==> config.mk <==
export PLATFORM = sky130hd
export DESIGN_NAME = pix_dual_counter
export DESIGN_NICKNAME = d
export VERILOG_FILES = /design/src/rtl/pix_dual_counter.sv
export SDC_FILE = /design/constraint.sdc
export NUM_CORES = 1
export LEC_CHECK = 0
export ABC_AREA = 1
export ABC_CLOCK_PERIOD_IN_PS = 1500
export BUFFER_PORTS_ARGS = -buffer_cell sky130_fd_sc_hd__buf_2
export CAP_MARGIN = 20
export CORE_AREA = 10 10 47 49
export DETAILED_ROUTE_END_ITERATION = 16
export DIE_AREA = 0 0 57 59
export GPL_TIMING_DRIVEN = 0
export PLACE_DENSITY_LB_ADDON = 0.12
export RECOVER_POWER = 100
export SLEW_MARGIN = 5
export SYNTH_ARGS = -nofsm -noshare
export SYNTH_HDL_FRONTEND = slang
export SYNTH_SLANG_ARGS = --single-unit
==> constraint.sdc <==
create_clock -name clk -period 1.5 [get_ports clk]
set_input_delay 0.3 -clock clk [delete_from_list [all_inputs] [get_ports clk]]
set_output_delay 0.3 -clock clk [all_outputs]
set_load 0.1 [all_outputs]
==> src/rtl/pix_dual_counter.sv <==
module pix_dual_counter #(
  parameter int W = 4
) (
  input  logic         clk,
  input  logic         rst_n,
  input  logic         shutter,
  input  logic         disc,
  input  logic         mode,
  input  logic         upper,
  input  logic         wrap_en,
  input  logic         carry_a_in,
  input  logic         carry_b_in,
  output logic [W-1:0] cnt_a,
  output logic [W-1:0] cnt_b,
  output logic         hit,
  output logic         carry_a_out,
  output logic         carry_b_out
);
  localparam logic [W-1:0] MAX = '1;

  logic sh_q, disc_q;
  logic open_edge, live, rise;
  logic inc_a, inc_b, full_a, full_b, step_a, step_b;

  assign open_edge = shutter & ~sh_q;
  assign live      = shutter & ~open_edge;
  assign rise      = disc & ~disc_q;

  assign inc_a = live & (upper ? carry_a_in : (mode ? rise : (hit | rise)));
  assign inc_b = live & (upper ? carry_b_in : disc);

  assign full_a = (cnt_a == MAX);
  assign full_b = (cnt_b == MAX);
  assign step_a = inc_a & (wrap_en | ~full_a);
  assign step_b = inc_b & (wrap_en | ~full_b);

  assign carry_a_out = inc_a & full_a & wrap_en;
  assign carry_b_out = inc_b & full_b & wrap_en;

  always_ff @(posedge clk) begin
    if (!rst_n) begin
      sh_q   <= 1'b0;
      disc_q <= 1'b0;
      cnt_a  <= '0;
      cnt_b  <= '0;
      hit    <= 1'b0;
    end else begin
      sh_q   <= shutter;
      disc_q <= disc;
      if (open_edge) begin
        cnt_a <= '0;
        cnt_b <= '0;
        hit   <= 1'b0;
      end else begin
        if (step_a) cnt_a <= cnt_a + 1'b1;
        if (step_b) cnt_b <= cnt_b + 1'b1;
        if (live && rise) hit <= 1'b1;
      end
    end
  end

  assert_clear_on_open_R2: assert property (@(posedge clk) disable iff (!rst_n)
    $rose(shutter) |=> (cnt_a == '0 && cnt_b == '0 && !hit));

  assert_hold_closed_R7: assert property (@(posedge clk) disable iff (!rst_n)
    !shutter |=> ($stable(cnt_a) && $stable(cnt_b) && $stable(hit)));

  assert_saturate_a_R6: assert property (@(posedge clk) disable iff (!rst_n)
    (!wrap_en && cnt_a == MAX && !$rose(shutter)) |=> cnt_a == MAX);

  assert_saturate_b_R6: assert property (@(posedge clk) disable iff (!rst_n)
    (!wrap_en && cnt_b == MAX && !$rose(shutter)) |=> cnt_b == MAX);

  assert_hit_sticky_R8: assert property (@(posedge clk) disable iff (!rst_n)
    (hit && !$rose(shutter)) |=> hit);

  assert_no_carry_sat_R9: assert property (@(posedge clk) disable iff (!rst_n)
    !wrap_en |-> (!carry_a_out && !carry_b_out));

  assert_single_step_R3: assert property (@(posedge clk) disable iff (!rst_n)
    (shutter && !$rose(shutter)) |=> (cnt_a == $past(cnt_a) || cnt_a == $past(cnt_a) + 1'b1
                                      || (cnt_a == '0 && $past(cnt_a) == MAX)));
endmodule

-- After elaboration in Yosys (flattened, before gate mapping)
Cells that the tools add are included.
W data, S select, Z words.
- flip-flop bits (word level): 11
- input port bits: 9
- output and inout port bits: 11
- word-level logic and storage cells: 34
- $add $sub $neg: 2
- eq/ne operators: 2
- mux-type cells: 3
- bitwise operators: 20
- reductions and logical operators: 2
- operators by type and width (cell ; count):
    $and A1 B1 Y1 ; 11
    $add A4 B1 Y4 const B ; 2
    $eq A4 B4 Y1 const B ; 2
    $not A1 Y1 ; 6
    $mux W1 ; 3
    $or A1 B1 Y1 ; 3
    $reduce_or A2 Y1 ; 1
    $logic_and A1 B1 Y1 ; 1

-- Logic depth before layout (Yosys ltp)
- depth in word-level cells: 8
- gate-level depth with buffers: 8
- depth with buffers taken out: 8

-- Least setup slack after synthesis
OpenSTA, ideal clock, no wires.
- kind: flip-flop to output port
- from: register cnt_b[0]
- to: output port carry_b_out
- data arrival time: 3.548 ns
- path slack: -2.348 ns
- stages on the path, launching flop included: 4
- buffers on the path: 0
- cells stage by stage: dfxtp_1 ha_1 nand3_1 nor3_1
- cells in the longest elaborated chain, start to end: 3
- RTL lines (element ; RTL line ; source):
    from (decl) ; 14 ; output logic [W-1:0] cnt_b,
    from (signal assigned) ; 56 ; if (step_b) cnt_b <= cnt_b + 1'b1;
    $eq A4 B4 Y1 ; 33 ; assign full_b = (cnt_b == MAX);
    $and A1 B1 Y1 (2 in series) ; 38 ; assign carry_b_out = inc_b & full_b & wrap_en;
    to (decl) ; 17 ; output logic carry_b_out
No other way between the ends.

-- Worst setup path in the final report
- from: register sh_q
- to: output port carry_b_out
- cells in the longest elaborated chain, start to end: 7
- RTL lines (element ; RTL line ; source):
    from (decl) ; 21 ; logic sh_q, disc_q;
    from (signal assigned) ; 48 ; sh_q <= shutter;
    $not A1 Y1 ; 25 ; assign open_edge = shutter & ~sh_q;
    $and A1 B1 Y1 ; 25 ;
    $not A1 Y1 ; 26 ; assign live = shutter & ~open_edge;
    $and A1 B1 Y1 ; 26 ;
    $and A1 B1 Y1 ; 30 ; assign inc_b = live & (upper ? carry_b_in : disc);
    $and A1 B1 Y1 (2 in series) ; 38 ;
No other way between the ends.

==> results.yml <==
logic_synthesis:
  synthMostInstantiatedCell: "nand2_1"
  synth.avg_cell_area_sq_um: 7.060
  ys_top_cells_by_area: "dfxtp_1 37%, nand2_1 14%, inv_1 7.0%, nor2_1 5.7%, nand3_1 5.1%"
  async_flop_share_pct: 0
  postSynth.topFlopCell: "dfxtp_1"
  postSynthRegisterBits: 11
  synth-edff-count: 0
  synthesis.area_sq_um: 593.1
  postSynthNetCount: 95
  yosys_cell_types: 19
  synth_largest_type_area_fraction_pct: 37.13
  synthCells: 84
  post_synth_most_frequent_cells: "22 x nand2_1, 11 x dfxtp_1, 11 x inv_1"
  synth-seq-area-share_pct: 37.13
  post-synth-top-area-cell: "dfxtp_1"
  yosys_warnings: 0
critical_path:
  worstSetupPathType: "reg -> out"
  required_worst_endpoint_ps: 1200
  arrival_ps: 1230
  startpoint_type: "flip-flop"
  worst_setup_path_end_kind: "output pin"
  worstPathMaxFanout: 2
route:
  vias: 637
  wl_met2_um: 819
  routed_wire_length_per_instance_um: 12.42
  remaining_antenna_violation_count_after_routing: 0
  vias_per_cell: 4.826
  drt_pass1_iterations: 4
  totalWireLength_mm: 1.640
  met3RoutedLength_um: 102
  drt-initial-drc-count: 9
  routedLengthMet1_um: 699
  highest-signal-layer: "met4"
  drcViolationCount: 0
grt:
  grt_max_degree: 8
  number_of_antenna_violations_at_the_first_check_in_global_routing: 0
  grt_first_pass_wirelength_mm: 2.877
  first_global_vias: 668
  grt_overflow_total: 0
  groute.usage.overall_pct: 10.49
final_layout:
  area_growth_syn_to_layout_pct: 64.35
  fin_area_sq_um: 974.7
  number_of_antenna_cells_inserted: 0
  design.final.nets: 128
  fillCellCount: 121
  drive_gt1_share_pct: 50.00
place:
  dpl_cell_area_sq_um: 813.3
  finalWeightedCongestion: 0.7469
  dp.final_hpwl_mm: 1.171
  port-buffer-count: 19
sta:
  slew_headroom_pct: 67.12
  hold-worst-slack_ps: 249.4
  slew_violations: 0
  finalCriticalPeriod_ps: 1529
  setup_slack_ps: -29.35
  final.period_utilization_pct: 102.0
  clock_skew_ps: 4.580
  hold_viol: 0
  max_clock_freq_mhz: 653.9
  rsz0062_at_grt: "true"
  count_of_final_setup_violators: 2
  worstMarginPinSlew_ps: 496.7
power:
  power.leakage_uw: 0.0004670
  vdd_drop_max_uv: 506.7
  pwr_density_cell_nw_per_um2: 597.4
floorplanning:
  io_pins: 20
  design.core.area_sq_um: 1401
  effective_utilization_at_floorplan_pct: 42.32
  chipHeight_um: 59
  die-area_sq_um: 3363
  die_width_um: 57
  std_cell_rows: 14
clocking:
  htreeDepth: 1
  cts.sinks: 11
  clk_transition_reported_paths_ps: 70
  tritoncts_clock_tree: "done"
  clock_insertion_delay_worst_skew_ps: 270
  maximum_count_of_clock_buffers_along_a_single_path: 2
  numCtsBuffers: 3
  clk_root_buffer_cell: "clkbuf_4"
  cts_hold_buffers: 0
outcome:
  violations: "setup timing"
  run_status: "finished, violations left"
job:
  max_cap_violations: 0
worst_hold_path:
  hold_path.class: "in -> reg"
-- final timing paths --
check / end / start / cells past startpoint / slack (ps)
setup / recovery: carry_b_out / sh_q / 5 / -30
hold / removal: sh_q / rst_n / 3 / 250
setup reg to reg: cnt_b[3] / cnt_b[1] / 8 / 280
hold reg to reg: hit / hit / 2 / 490
-- report_power, final --
group	internal, uW	switching, uW	total (uW)
clock network	103	101	204
logic	32.7	59.4	92.1
registers	282	4.15	286
-- through the flow --
step | TNS (ps) | instances | worst slack [ps] | total power (uW) | utilization, %
5_1_grt | -126.6 | 132 | -64.14 | 608.1 | 69.55
4_1_cts | -70.63 | 128 | -60.11 | 573.6 | 65.80
6_report | -32.09 | 132 | -29.35 | 582.3 | 69.55
2_1_floorplan | -521.1 | 84 | -390.6 | 342.1 | -
3_5_place_dp | -273.7 | 119 | -155.5 | 365.8 | 58.04
3_3_place_gp | -247.0 | 119 | -146.2 | 364.0 | 58.04
-- routing by layer --
metal / vias to the layer above / GRT usage (%)
met4: 0 / 5.034
li1: 337 / -
met1: 280 / 10.77
met3: 2 / 3.004
met2: 18 / 19.07
met5: - / 0
-- placed cells by master (no fill, tap or decap), types with 2 or more instances in the layout --
master / count
ha_4: 2
a21oi_1: 5
nor2_1: 8
nand3_4: 4
nor2_4: 3
buf_12: 2
nand2_1: 21
nand3_1: 2
clkbuf_1: 2
clkbuf_4: 4
inv_2: 2
dfxtp_4: 9
nand2_4: 2
inv_1: 10
buf_2: 15
xor2_1: 2
buf_4: 9
nand4_1: 4
-- worst max-delay path: stages (launching register included) --
cell	delay [ps]
dfxtp_2	350
nand2_4	60
inv_2	70
nand2_4	70
nor3_4	210
buf_12	200
-- final cells by class --
type,count,area (sq um),share of cell area (%)
multi-input cells,61,434.2,44.54
repair buffers,28,193.9,19.90
clock buffers,4,26.28,2.696
inverters,12,45.04,4.621
well taps,16,20.02,2.054
flip-flops and latches,11,255.2,26.19
-- sequential cells by signal, summed over array words and instances (netlist names) --
signal and flops:
cnt_a 4, sh_q 1, hit 1, cnt_b 4
disc_q 1
-- repair_timing --
item,4_1_cts,5_1_grt
setup buffers,5,4
setup endpoints to repair,2,3
gates resized for setup,10,7
pin swaps,6,8
-- kinds of logic (layout without fill, tap and decap cells) --
family | count (synthesis) | after routing | share of synthesized area (%)
flip-flops | 11 | 11 | 37.13
buffers and inverters | 12 | 44 | 7.594
adder cells (fa/ha/maj) | 2 | 2 | 4.219
AO/OA/AOI/OAI | 7 | 7 | 6.117
AND/OR/NAND/NOR | 49 | 49 | 40.50
XOR/XNOR | 3 | 3 | 4.431
No activity file was read; power rests on OpenSTA's default activity.
